**config.mk**
```make
export PLATFORM = sky130hd
export DESIGN_NAME = zc_interval_timer
export DESIGN_NICKNAME = d
export VERILOG_FILES = /design/src/rtl/zcit_pkg.sv /design/src/rtl/zcit_edge.sv /design/src/rtl/zcit_seq.sv /design/src/rtl/zcit_ctr.sv /design/src/rtl/zcit_irq.sv /design/src/rtl/zc_interval_timer.sv
export SDC_FILE = /design/constraint.sdc
export NUM_CORES = 1
export LEC_CHECK = 0
export BUFFER_PORTS_ARGS = -buffer_cell sky130_fd_sc_hd__buf_2
export CAP_MARGIN = 20
export CORE_UTILIZATION = 52
export DETAILED_ROUTE_END_ITERATION = 8
export PLACE_DENSITY = 0.73
export SLEW_MARGIN = 40
export SYNTH_ARGS = -nofsm -noshare
export SYNTH_HDL_FRONTEND = slang
export SYNTH_HIERARCHICAL = 1
export SYNTH_SLANG_ARGS = --single-unit
```
**constraint.sdc**
```tcl
create_clock -name clk_i -period 2.2 [get_ports clk_i]
set_input_delay 0.11 -clock clk_i [delete_from_list [all_inputs] [get_ports clk_i]]
set_output_delay 0.11 -clock clk_i [all_outputs]
set_load 0.1 [all_outputs]
```
**src/rtl/zcit_pkg.sv**
```systemverilog
package zcit_pkg;
  typedef enum logic [2:0] {
    ST_IDLE   = 3'd0,
    ST_ARMED  = 3'd1,
    ST_CROSS1 = 3'd2,
    ST_CROSS2 = 3'd3,
    ST_BLANK  = 3'd4
  } zc_state_e;
endpackage

```
**src/rtl/zcit_edge.sv**
```systemverilog
module zcit_edge #(
  parameter int SAMPLE_W = 12
) (
  input  logic                       clk_i,
  input  logic                       rst_ni,
  input  logic                       valid_i,
  input  logic signed [SAMPLE_W-1:0] sample_i,
  input  logic        [SAMPLE_W-1:0] thresh_i,
  output logic                       onset_o,
  output logic                       rise_o
);
  logic                prev_neg_q;
  logic [SAMPLE_W-1:0] mag;

  // most negative value maps to 2^(SAMPLE_W-1) as unsigned
  assign mag     = sample_i[SAMPLE_W-1] ? (~sample_i + 1'b1) : sample_i;
  assign onset_o = valid_i && (mag > thresh_i);
  assign rise_o  = valid_i && prev_neg_q && !sample_i[SAMPLE_W-1];

  always_ff @(posedge clk_i or negedge rst_ni) begin
    if (!rst_ni)      prev_neg_q <= 1'b0;
    else if (valid_i) prev_neg_q <= sample_i[SAMPLE_W-1];
  end
endmodule

```
**src/rtl/zcit_seq.sv**
```systemverilog
module zcit_seq
  import zcit_pkg::*;
#(
  parameter int TO_W = 8,
  parameter int BL_W = 8
) (
  input  logic            clk_i,
  input  logic            rst_ni,
  input  logic            valid_i,
  input  logic            onset_i,
  input  logic            rise_i,
  input  logic [TO_W-1:0] timeout_len_i,
  input  logic [BL_W-1:0] blank_len_i,
  output logic            ref_o,
  output zc_state_e       state_o
);
  localparam int CW = (TO_W > BL_W) ? TO_W : BL_W;

  zc_state_e     state_q, state_d;
  logic [CW-1:0] age_q, age_d;
  logic [CW:0]   age_inc;
  logic [CW:0]   to_lim, bl_lim;

  assign age_inc = {1'b0, age_q} + 1'b1;
  assign to_lim  = (CW+1)'(timeout_len_i);
  assign bl_lim  = (CW+1)'(blank_len_i);

  always_comb begin
    state_d = state_q;
    age_d   = age_q;
    ref_o   = 1'b0;
    if (valid_i) begin
      unique case (state_q)
        ST_IDLE: begin
          if (onset_i) begin
            state_d = ST_ARMED;
            age_d   = '0;
          end
        end
        ST_ARMED, ST_CROSS1, ST_CROSS2: begin
          if (rise_i && state_q == ST_CROSS2) begin
            ref_o   = 1'b1;
            state_d = ST_BLANK;
            age_d   = '0;
          end else begin
            age_d = age_inc[CW-1:0];
            if (rise_i) state_d = (state_q == ST_ARMED) ? ST_CROSS1 : ST_CROSS2;
            if (age_inc >= to_lim) state_d = ST_IDLE;
          end
        end
        ST_BLANK: begin
          age_d = age_inc[CW-1:0];
          if (age_inc >= bl_lim) state_d = ST_IDLE;
        end
        default: state_d = ST_IDLE;
      endcase
    end
  end

  always_ff @(posedge clk_i or negedge rst_ni) begin
    if (!rst_ni) begin
      state_q <= ST_IDLE;
      age_q   <= '0;
    end else begin
      state_q <= state_d;
      age_q   <= age_d;
    end
  end

  assign state_o = state_q;
endmodule

```
**src/rtl/zcit_ctr.sv**
```systemverilog
module zcit_ctr #(
  parameter int CNT_W = 24
) (
  input  logic             clk_i,
  input  logic             rst_ni,
  input  logic             valid_i,
  input  logic             ref_i,
  output logic [CNT_W-1:0] hold_o
);
  logic [CNT_W-1:0] cnt_q;

  always_ff @(posedge clk_i or negedge rst_ni) begin
    if (!rst_ni) begin
      cnt_q  <= '0;
      hold_o <= '0;
    end else if (valid_i) begin
      if (ref_i) begin
        hold_o <= cnt_q + 1'b1;
        cnt_q  <= '0;
      end else begin
        cnt_q  <= cnt_q + 1'b1;
      end
    end
  end
endmodule

```
**src/rtl/zcit_irq.sv**
```systemverilog
module zcit_irq (
  input  logic       clk_i,
  input  logic       rst_ni,
  input  logic       ref_i,
  input  logic       we_i,
  input  logic       addr_i,
  input  logic [1:0] wdata_i,
  output logic       irq_o,
  output logic       ovr_o
);
  logic ack, clr;

  assign ack = we_i && addr_i && wdata_i[0];
  assign clr = we_i && addr_i && wdata_i[1];

  always_ff @(posedge clk_i or negedge rst_ni) begin
    if (!rst_ni) begin
      irq_o <= 1'b0;
      ovr_o <= 1'b0;
    end else begin
      if (ref_i)    irq_o <= 1'b1;
      else if (ack) irq_o <= 1'b0;
      if (ref_i && irq_o && !ack) ovr_o <= 1'b1;
      else if (clr)               ovr_o <= 1'b0;
    end
  end
endmodule

```
**src/rtl/zc_interval_timer.sv**
```systemverilog
module zc_interval_timer
  import zcit_pkg::*;
#(
  parameter int SAMPLE_W = 12,
  parameter int CNT_W    = 24,
  parameter int TO_W     = 8,
  parameter int BL_W     = 8
) (
  input  logic                       clk_i,
  input  logic                       rst_ni,
  input  logic                       smp_valid_i,
  input  logic signed [SAMPLE_W-1:0] smp_i,
  input  logic        [SAMPLE_W-1:0] thresh_i,
  input  logic        [TO_W-1:0]     timeout_len_i,
  input  logic        [BL_W-1:0]     blank_len_i,
  input  logic                       reg_we_i,
  input  logic                       reg_addr_i,
  input  logic        [1:0]          reg_wdata_i,
  output logic        [CNT_W-1:0]    reg_rdata_o,
  output logic                       irq_o
);
  logic             onset, rise, ref_pulse, ovr;
  zc_state_e        state;
  logic [CNT_W-1:0] hold;

  zcit_edge #(.SAMPLE_W(SAMPLE_W)) u_edge (
    .clk_i, .rst_ni, .valid_i(smp_valid_i), .sample_i(smp_i),
    .thresh_i, .onset_o(onset), .rise_o(rise)
  );

  zcit_seq #(.TO_W(TO_W), .BL_W(BL_W)) u_seq (
    .clk_i, .rst_ni, .valid_i(smp_valid_i), .onset_i(onset), .rise_i(rise),
    .timeout_len_i, .blank_len_i, .ref_o(ref_pulse), .state_o(state)
  );

  zcit_ctr #(.CNT_W(CNT_W)) u_ctr (
    .clk_i, .rst_ni, .valid_i(smp_valid_i), .ref_i(ref_pulse), .hold_o(hold)
  );

  zcit_irq u_irq (
    .clk_i, .rst_ni, .ref_i(ref_pulse), .we_i(reg_we_i), .addr_i(reg_addr_i),
    .wdata_i(reg_wdata_i), .irq_o, .ovr_o(ovr)
  );

  assign reg_rdata_o = reg_addr_i ? {{(CNT_W-2){1'b0}}, ovr, irq_o} : hold;
endmodule

```
==> results of run 1 <==
worst paths after layout:
| kind | from | to | slack [ns] |
|---|---|---|---|
| max | smp_i[0] | u_seq/state_o[1]$_DFFE_PN0P_ | -0.62 |
| min | reg_wdata_i[1] | u_irq/ovr_o$_DFFE_PN0P_ | 0.13 |
| max reg2reg | u_seq/age_q[3]$_DFFE_PN0P_ | u_seq/state_o[0]$_DFFE_PN0P_ | -0.50 |
| min reg2reg | u_ctr/hold_o[6]$_DFFE_PN0P_ | u_ctr/hold_o[6]$_DFFE_PN0P_ | 0.47 |
| max in group asynchronous | rst_ni | u_ctr/cnt_q[20]$_DFFE_PN0P_ | 1.61 |
| min in group asynchronous | rst_ni | u_ctr/hold_o[6]$_DFFE_PN0P_ | 0.31 |
layout make-up:
class | instances | area [µm²] | area share (%)
repair buffers | 126 | 790 | 14.3
clock buffers | 9 | 124 | 2.24
clock inverters | 7 | 88.8 | 1.60
well taps | 105 | 131 | 2.37
inverters | 36 | 135 | 2.44
multi-input cells | 390 | 2720 | 49.1
flip-flops and latches | 62 | 1550 | 28.0
Yosys cell counts (8+ instances only):
cell type,instances
a21oi_1,9
a31oi_1,10
and3_1,10
clkbuf_1,16
dfrtp_1,62
ha_1,31
inv_1,36
nand2_1,51
nand2b_1,13
nand3_1,25
nand4_1,11
nor2_1,20
nor2b_1,27
nor3_1,8
o21ai_0,47
o31ai_1,9
xnor2_1,22
sequential cells by signal (all words and copies together) (netlist names):
name	count
u_seq/state_o	3
u_irq/irq_o	1
u_ctr/hold_o	24
u_ctr/cnt_q	24
u_seq/age_q	8
u_irq/ovr_o	1
u_edge/prev_neg_q	1
power groups by stage:
| stage | Combinational (µW) | Sequential (µW) | Clock (µW) |
|---|---|---|---|
| final | 2120 | 1650 | 1100 |
| after global routing | 2310 | 1690 | 1170 |
| after CTS | 2090 | 1650 | 1110 |
| after detailed placement | 2060 | 1670 | 0 |
| after global placement | 2000 | 1660 | 0 |
| after floorplan | 1510 | 1670 | 0 |
routing by layer:
metal	vias to the layer above	GRT usage [%]	wire length [µm]
li1	2064	-	-
met1	1980	33.7	4960
met2	107	42.4	5210
met3	16	4.15	477
met4	0	10.2	187
met5	-	0	0
timing repair:
action                     CTS  global route
setup endpoints to repair   11            11
gates resized for setup      6             8
buffers inserted             2             4
pin swaps                    6             2
hold endpoints to repair    62             0
hold buffers                 1             0
through the flow:
stage / worst slack (ns) / instance area (µm²) / setup TNS, ns / instances
floorplan: -0.713 / 4520 / -5.72 / 516
global placement: -0.900 / 5210 / -8.05 / 712
detailed placement: -1.08 / 5210 / -9.72 / 712
CTS: -0.593 / 5490 / -5.40 / 731
global route: -0.731 / 5540 / -7.48 / 735
finish: -0.623 / 5540 / -6.10 / 735
logic make-up after synthesis:
kind of cell,share of synthesized area [%]
mux,1.64
flops,34.4
simple gates,24.8
buf+inv,6.88
xor+xnor,5.25
compound gates,18.4
fa+ha+maj,8.60
critical path, delay by kind of cell:
kind	cells	cell delay [ns]
AOI/OAI and AO/OA	5	0.94
xor gates and xnor gates	1	0.11
and+or+nand+nor	5	1.57
buffers and inverters	1	0.09
adders and majority gates	1	0.31
==> impl_metrics.py, run 1 <==
metrics = {
    "drt": {
        "wl_per_cell_um": 14.7,
        "initialDrtViolationCount": 258,
        "dr.pass1.iters": 5,
        "drc": 0,
        "routed_wl_um": 10800,
        "viasPerCell": 5.67,
        "vias": 4167,
        "postRouteAntennaNets": 0,
    },
    "final_layout": {
        "diodes": 0,
        "final_cell_mix": "70 x buf_2, 62 x dfrtp_1, 53 x buf_4",
        "nets": 703,
        "fillers": 698,
        "final_common_cell": "buf_2",
        "layout-drive-gt1-share_pct": 28.4,
        "utilization_pct": 66.7,
        "area_growth_pct": 22.9,
    },
    "sta": {
        "achievable-frequency_ghz": 0.354,
        "layout_min_cycle_time_ns": 2.82,
        "rsz0062_at_grt": "true",
        "fin_ws_ns": -0.623,
        "setup_viol": 11,
        "slew_headroom_pct": 64.7,
        "worst_hold_slack_ns": 0.126,
        "hold_violations": 0,
        "worst_pin_slew_ns": 0.524,
        "finalMaxSlewViolations": 0,
        "fin_crit_sh_pct": 128,
        "clock_skew_ns": 0.00833,
    },
    "setup_path": {
        "end_kind": "flop",
        "setup.worst_path.start_class": "input port",
        "r2r_cells": 11,
        "crit_fanout": 3,
        "slowest_delay_ns": 0.46,
        "cp.required_ns": 2.49,
        "crit_type": "input port to flop",
        "cp_slowest_cell": "or4_4",
        "critPathArrivalTime_ns": 3.11,
        "worstPathCellList": "buf_6 -> or3_4 -> or4_4 -> o41ai_4 -> xnor2_1 -> ha_1 -> nand4_1 -> a211o_1 -> a31oi_4 -> o31ai_4 -> or4_4 -> nor3_2 -> a211o_1",
    },
    "hold_path": {
        "hold_path_depth": 3,
        "hold_class": "input port to flop",
    },
    "pwr": {
        "p_sw_share_pct": 42.3,
        "clockPowerShare_pct": 22.6,
        "power_frac_comb_pct": 43.6,
        "power_leakage_uw": 0.00270,
        "power_switching_uw": 2070,
        "p_total_uw": 4880,
        "ir_worst_vdd_mv": 0.814,
        "seq_power_share_pct": 33.9,
        "p_per_area_nw_per_um2": 881,
        "p_int_uw": 2810,
    },
    "logic_synthesis": {
        "synth_edf_count": 0,
        "ys_seq_area_share_pct": 34.4,
        "synth_flop_cell": "dfrtp_1",
        "yosys.area.top_type": "dfrtp_1",
        "ys_ff_latch": 62,
        "synthesis.area_um2": 4510,
        "mappedNetlistNets": 594,
        "yosys-top-cells-area": "dfrtp_1 34%, ha_1 8.6%, o21ai_0 5.2%",
        "synthArstFlopShare_pct": 100,
        "syn_area_per_cell_um2": 8.74,
        "syn_inst": 516,
        "ys_warn_count": 6,
        "yosys.area.top_type_share_pct": 34.4,
        "synthDistinctLibCells": 65,
    },
    "floorplanning": {
        "die_w_um": 95.1,
        "rows": 33,
        "start_util_pct": 54.3,
        "die-area_um2": 9050,
        "core_area_um2": 8300,
        "die-height_um": 95.1,
        "num_io_pins": 72,
    },
    "placement": {
        "gp_congestion": 0.910,
        "hpwl_um": 7770,
        "port_buffers": 71,
    },
    "outcome": {
        "violations": "negative setup slack",
        "outcome": "finished, violations left",
    },
    "cts": {
        "clkSinkCount": 62,
        "cts_made_buffers": 9,
        "clock_latency_ns": 0.34,
        "cts-root-buf": "clkbuf_8",
        "cts_tree": "built",
        "htreeDepth": 3,
        "cts_buffer_depth": 2,
        "cts.clk_slew.worst_paths_ns": 0.07,
    },
    "global_route": {
        "grt_pass1_wl_um": 18100,
        "overflow": 0,
        "antenna_found_initial": 0,
        "grt_pass1_vias": 3968,
        "grt_max_degree": 63,
        "track_usage_pct": 25.7,
    },
    "job": {
        "drv_cap": 0,
    },
}
No activity file was read; power rests on OpenSTA's default activity.
==> run 2, diff against run 1 <==
Settings changed: SKIP_CTS_REPAIR_TIMING set to 1.
==> run 2 against run 1 <==
Against the previous run: the run still ends with negative setup slack left; sequential share of layout area up 0.095 points; critical path depth unchanged; first-iteration DRC count down 6.6%; die area unchanged; core utilization down 0.23 points; worst hold slack better by 0.0028 ns; critical endpoint unchanged; power down 0.51%; maximum frequency down 1.3%; cell count down 0.54%; via count up 0.17%; clock skew down 0.0010 ns; register-to-register slack better by 0.03 ns.
==> impl_metrics.py, run 2 (same netlist as run 1, synthesis figures left out) <==
metrics = {
    "final_layout": {
        "reg_top3": "u_ctr/cnt_q x24, u_ctr/hold_o x24, u_seq/age_q x8",
        "nets": 699,
        "final_common_cell": "buf_2",
        "fillers": 698,
        "area_growth_pct": 22.5,
        "diodes": 0,
        "utilization_pct": 66.5,
        "final_cell_mix": "70 x buf_2, 62 x dfrtp_1, 49 x buf_4",
        "layout-drive-gt1-share_pct": 28.6,
        "layout.cell_area.non_filler_um2": 5520,
        "instances_no_fill": 731,
    },
    "pwr": {
        "p_per_area_nw_per_um2": 879,
        "power_leakage_uw": 0.00268,
        "p_total_uw": 4850,
        "ir_worst_vdd_mv": 0.810,
    },
    "floorplanning": {
        "die-height_um": 95.1,
        "die-area_um2": 9050,
        "num_io_pins": 72,
        "core_area_um2": 8300,
        "rows": 33,
        "die_w_um": 95.1,
        "start_util_pct": 54.3,
    },
    "sta": {
        "setup_viol": 11,
        "achievable-frequency_ghz": 0.350,
        "fin_crit_sh_pct": 130,
        "worst_pin_slew_ns": 0.543,
        "clock_skew_ns": 0.00728,
        "layout_min_cycle_time_ns": 2.86,
        "fin_ws_ns": -0.661,
        "slew_headroom_pct": 63.8,
        "rsz0062_at_grt": "true",
        "finalMaxSlewViolations": 0,
        "worst_hold_slack_ns": 0.128,
        "hold_violations": 0,
    },
    "placement": {
        "place_inst": 712,
        "dpl-instance-area_um2": 5210,
        "port_buffers": 71,
        "hpwl_um": 7770,
        "gp_congestion": 0.910,
    },
    "drt": {
        "vias": 4174,
        "wl_per_cell_um": 14.8,
        "postRouteAntennaNets": 0,
        "viasPerCell": 5.71,
        "initialDrtViolationCount": 241,
        "drc": 0,
        "routed_wl_um": 10800,
        "dr.pass1.iters": 5,
    },
    "setup_path": {
        "end_kind": "flop",
        "setup.worst_path.start_class": "input port",
        "worst_r2r_startpoint": "u_seq/age_q[3]$_DFFE_PN0P_",
        "crit_fanout": 3,
        "critPathArrivalTime_ns": 3.15,
        "cp.required_ns": 2.49,
        "r2r_slack_ns": -0.47,
        "crit_type": "input port to flop",
        "startpoint": "smp_i[0]",
    },
    "cts": {
        "htreeDepth": 3,
        "cts.clk_slew.worst_paths_ns": 0.07,
        "cts_tree": "built",
        "cts_made_buffers": 9,
        "cts-root-buf": "clkbuf_8",
        "clkSinkCount": 62,
        "cts_buffer_depth": 2,
        "clock_latency_ns": 0.34,
    },
    "hold_path": {
        "hold_start": "reg_wdata_i[1]",
        "hold_class": "input port to flop",
    },
    "global_route": {
        "antenna_found_initial": 0,
        "overflow": 0,
        "track_usage_pct": 25.4,
        "grt_max_degree": 63,
        "grt_pass1_wl_um": 17900,
        "grt_pass1_vias": 3924,
    },
    "outcome": {
        "outcome": "finished, violations left",
        "violations": "negative setup slack",
    },
    "job": {
        "drv_cap": 0,
    },
}
## run 2: cell types whose count changed in the layout (fill, tap and decap cells not counted), sizes merged
cell,delta
buf,-4
## run 2: critical path, stage by stage
cell and delay [ns]:
buf_6 0.09, or3_4 0.38, or4_4 0.46, o41ai_4 0.23, xnor2_1 0.12, ha_1 0.31, nand4_1 0.17, a211o_1 0.32
a31oi_4 0.18, o31ai_4 0.10, or4_4 0.44, nor3_2 0.13, a211o_1 0.12
## run 2: per-stage QoR
stage | setup TNS (ns) | worst slack [ns]
6_report | -5.40 | -0.661
5_1_grt | -7.08 | -0.784
4_1_cts | -5.74 | -0.718
3_5_place_dp | -9.72 | -1.08
3_3_place_gp | -8.05 | -0.900
2_1_floorplan | -5.72 | -0.713
## run 2: power breakdown
group,internal (µW),switching [µW],total [µW]
registers,1410,244,1650
clock network,631,465,1100
logic,757,1350,2110
## run 2: area by class of cell
class | count | area (µm²) | share of cell area, %
Multi-Input combinational cell | 390 | 2730 | 49.5
Sequential cell | 62 | 1550 | 28.1
Timing Repair Buffer | 122 | 759 | 13.8
Inverter | 36 | 135 | 2.45
Tap cell | 105 | 131 | 2.38
Clock buffer | 9 | 124 | 2.24
Clock inverter | 7 | 88.8 | 1.61
## run 2: final timing paths
| path | end | cells after the start |
|---|---|---|
| max | u_seq/state_o[1]$_DFFE_PN0P_ | 13 |
| min | u_irq/ovr_o$_DFFE_PN0P_ | 3 |
| max reg2reg | u_seq/state_o[0]$_DFFE_PN0P_ | 11 |
| min reg2reg | u_ctr/hold_o[23]$_DFFE_PN0P_ | 2 |
| max in group asynchronous | u_edge/prev_neg_q$_DFFE_PN0P_ | 3 |
| min in group asynchronous | u_ctr/hold_o[6]$_DFFE_PN0P_ | 3 |
## run 2: routing by layer
| metal | share of wire, % | track usage [%] |
|---|---|---|
| met1 | 45 | 33.7 |
| met2 | 48 | 41.3 |
| met3 | 4.6 | 3.83 |
| met4 | 2.5 | 10.6 |
| met5 | 0 | 0 |
==> run 3, diff against run 2 <==
Clock period 2.2 ns to 2.6 ns, I/O delays scaled along.
==> run 3 against run 2 <==
Against the previous run: the flow still finishes with violations (negative setup slack); sequential power fell by 13%; largest power group unchanged; routed wire length shrank 6.3%; design area shrank 3.8%; via count fell by 3.9%; cell count is 3.3% lower; sequential share of layout area increased by 1.1 points.
==> impl_metrics.py, run 3 (same netlist as run 1, synthesis figures left out) <==
metrics = {
    "outcome": {
        "outcome": "finished, violations left",
        "violations": "negative setup slack",
    },
    "sta": {
        "fin_crit_sh_pct": 107,
        "clock_skew_ns": 0.0114,
        "rsz0062_at_grt": "true",
        "hold_violations": 0,
        "fin_ws_ns": -0.186,
        "final.setup.tns_ns": -0.981,
        "setup_viol": 10,
        "slew_headroom_pct": 55.3,
        "achievable-frequency_ghz": 0.359,
        "worst_pin_slew_ns": 0.670,
        "layout_min_cycle_time_ns": 2.79,
        "finalMaxSlewViolations": 0,
    },
    "placement": {
        "gp_congestion": 0.885,
        "dp_slack_ns": -0.626,
        "port_buffers": 71,
        "hpwl_um": 7270,
    },
    "cts": {
        "cts_buffer_depth": 2,
        "clock_latency_ns": 0.35,
        "cts_tree": "built",
        "cts-root-buf": "clkbuf_8",
        "clkSinkCount": 62,
        "htreeDepth": 3,
        "cts_made_buffers": 9,
        "cts.clk_slew.worst_paths_ns": 0.07,
    },
    "setup_path": {
        "crit_type": "input port to flop",
        "r2r_slack_ns": 0.01,
        "crit_fanout": 8,
        "end_kind": "flop",
        "cp.required_ns": 2.81,
        "critPathArrivalTime_ns": 2.99,
        "r2r_cells": 11,
        "setup.worst_path.start_class": "input port",
    },
    "drt": {
        "postRouteAntennaNets": 0,
        "viasPerCell": 5.67,
        "drc": 0,
        "initialDrtViolationCount": 202,
        "dr.pass1.iters": 5,
        "vias": 4012,
        "routed_wl_um": 10200,
        "wl_per_cell_um": 14.4,
    },
    "pwr": {
        "ir_worst_vdd_mv": 0.521,
        "p_per_area_nw_per_um2": 721,
        "power_switching_uw": 1730,
        "p_int_uw": 2100,
        "clockPowerShare_pct": 19.6,
        "p_sw_share_pct": 45.3,
        "seq_power_share_pct": 37.7,
        "power_leakage_uw": 0.00254,
        "power_frac_comb_pct": 42.7,
        "p_total_uw": 3830,
    },
    "final_layout": {
        "fillers": 721,
        "final_common_cell": "buf_2",
        "layout-drive-gt1-share_pct": 25.6,
        "utilization_pct": 64.0,
        "nets": 675,
        "diodes": 0,
        "reg_top3": "u_ctr/cnt_q x24, u_ctr/hold_o x24, u_seq/age_q x8",
        "final_cell_mix": "69 x buf_2, 62 x dfrtp_1, 48 x nand2_1",
        "area_growth_pct": 17.8,
    },
    "global_route": {
        "grt_pass1_wl_um": 16700,
        "track_usage_pct": 23.7,
        "grt_pass1_vias": 3709,
        "overflow": 0,
        "antenna_found_initial": 0,
        "grt_max_degree": 36,
    },
    "floorplanning": {
        "rows": 33,
        "core_area_um2": 8300,
        "start_util_pct": 54.3,
        "die-height_um": 95.1,
        "die-area_um2": 9050,
        "die_w_um": 95.1,
        "num_io_pins": 72,
    },
    "hold_path": {
        "hold_path_depth": 3,
        "hold_class": "input port to flop",
    },
    "job": {
        "drv_cap": 0,
    },
}
## run 3: cell type report
class,count,area (µm²),share of cell area [%]
timing repair buffer,98,586,11.0
sequential,62,1550,29.2
clock inverter,7,51.3,0.966
multi-input combinational,390,2730,51.4
tap,105,131,2.47
inverter,36,135,2.54
clock buffer,9,124,2.33
## run 3: per-layer routing
| metal | vias up | track usage (%) | wire [µm] |
|---|---|---|---|
| met3 | 17 | 3.99 | 424 |
| met5 | - | 0 | 0 |
| met1 | 1881 | 31.1 | 4730 |
| met2 | 103 | 38.6 | 4820 |
| li1 | 2011 | - | - |
| met4 | 0 | 9.97 | 172 |
## run 3: power by group through the flow
stage	combinational, µW	sequential, µW	clock (µW)
floorplan	1280	1410	0
global placement	1550	1440	0
detailed placement	1590	1450	0
CTS	1600	1440	777
global route	1790	1490	819
finish	1630	1440	750
## run 3: path summary, 6_finish.rpt
path,startpoint,end
hold reg to reg,u_ctr/hold_o[11]$_DFFE_PN0P_,u_ctr/hold_o[11]$_DFFE_PN0P_
setup / recovery,smp_i[0],u_seq/age_q[5]$_DFFE_PN0P_
setup reg to reg,u_seq/age_q[4]$_DFFE_PN0P_,u_seq/state_o[0]$_DFFE_PN0P_
hold / removal,reg_wdata_i[1],u_irq/ovr_o$_DFFE_PN0P_
min in group asynchronous,rst_ni,u_ctr/hold_o[7]$_DFFE_PN0P_
max in group asynchronous,rst_ni,u_ctr/cnt_q[20]$_DFFE_PN0P_
## run 3: worst max-delay path, cell delays in order
cell	delay, ns
buf_6	0.09
or3_4	0.37
or4_4	0.46
o41ai_4	0.24
xnor2_1	0.13
ha_1	0.30
nand4_1	0.11
a211o_1	0.29
a31oi_4	0.17
o31ai_4	0.09
buf_4	0.15
a21o_4	0.23
o21ai_2	0.14
o21ai_1	0.08
## run 3: stage by stage
stage | area, µm² | hold slack, ns | instances
floorplan | 4520 | -0.166 | 516
global route | 5310 | 0.0998 | 707
global placement | 5050 | 0.202 | 689
CTS | 5220 | -0.169 | 705
detailed placement | 5050 | 0.213 | 689
finish | 5310 | 0.102 | 707
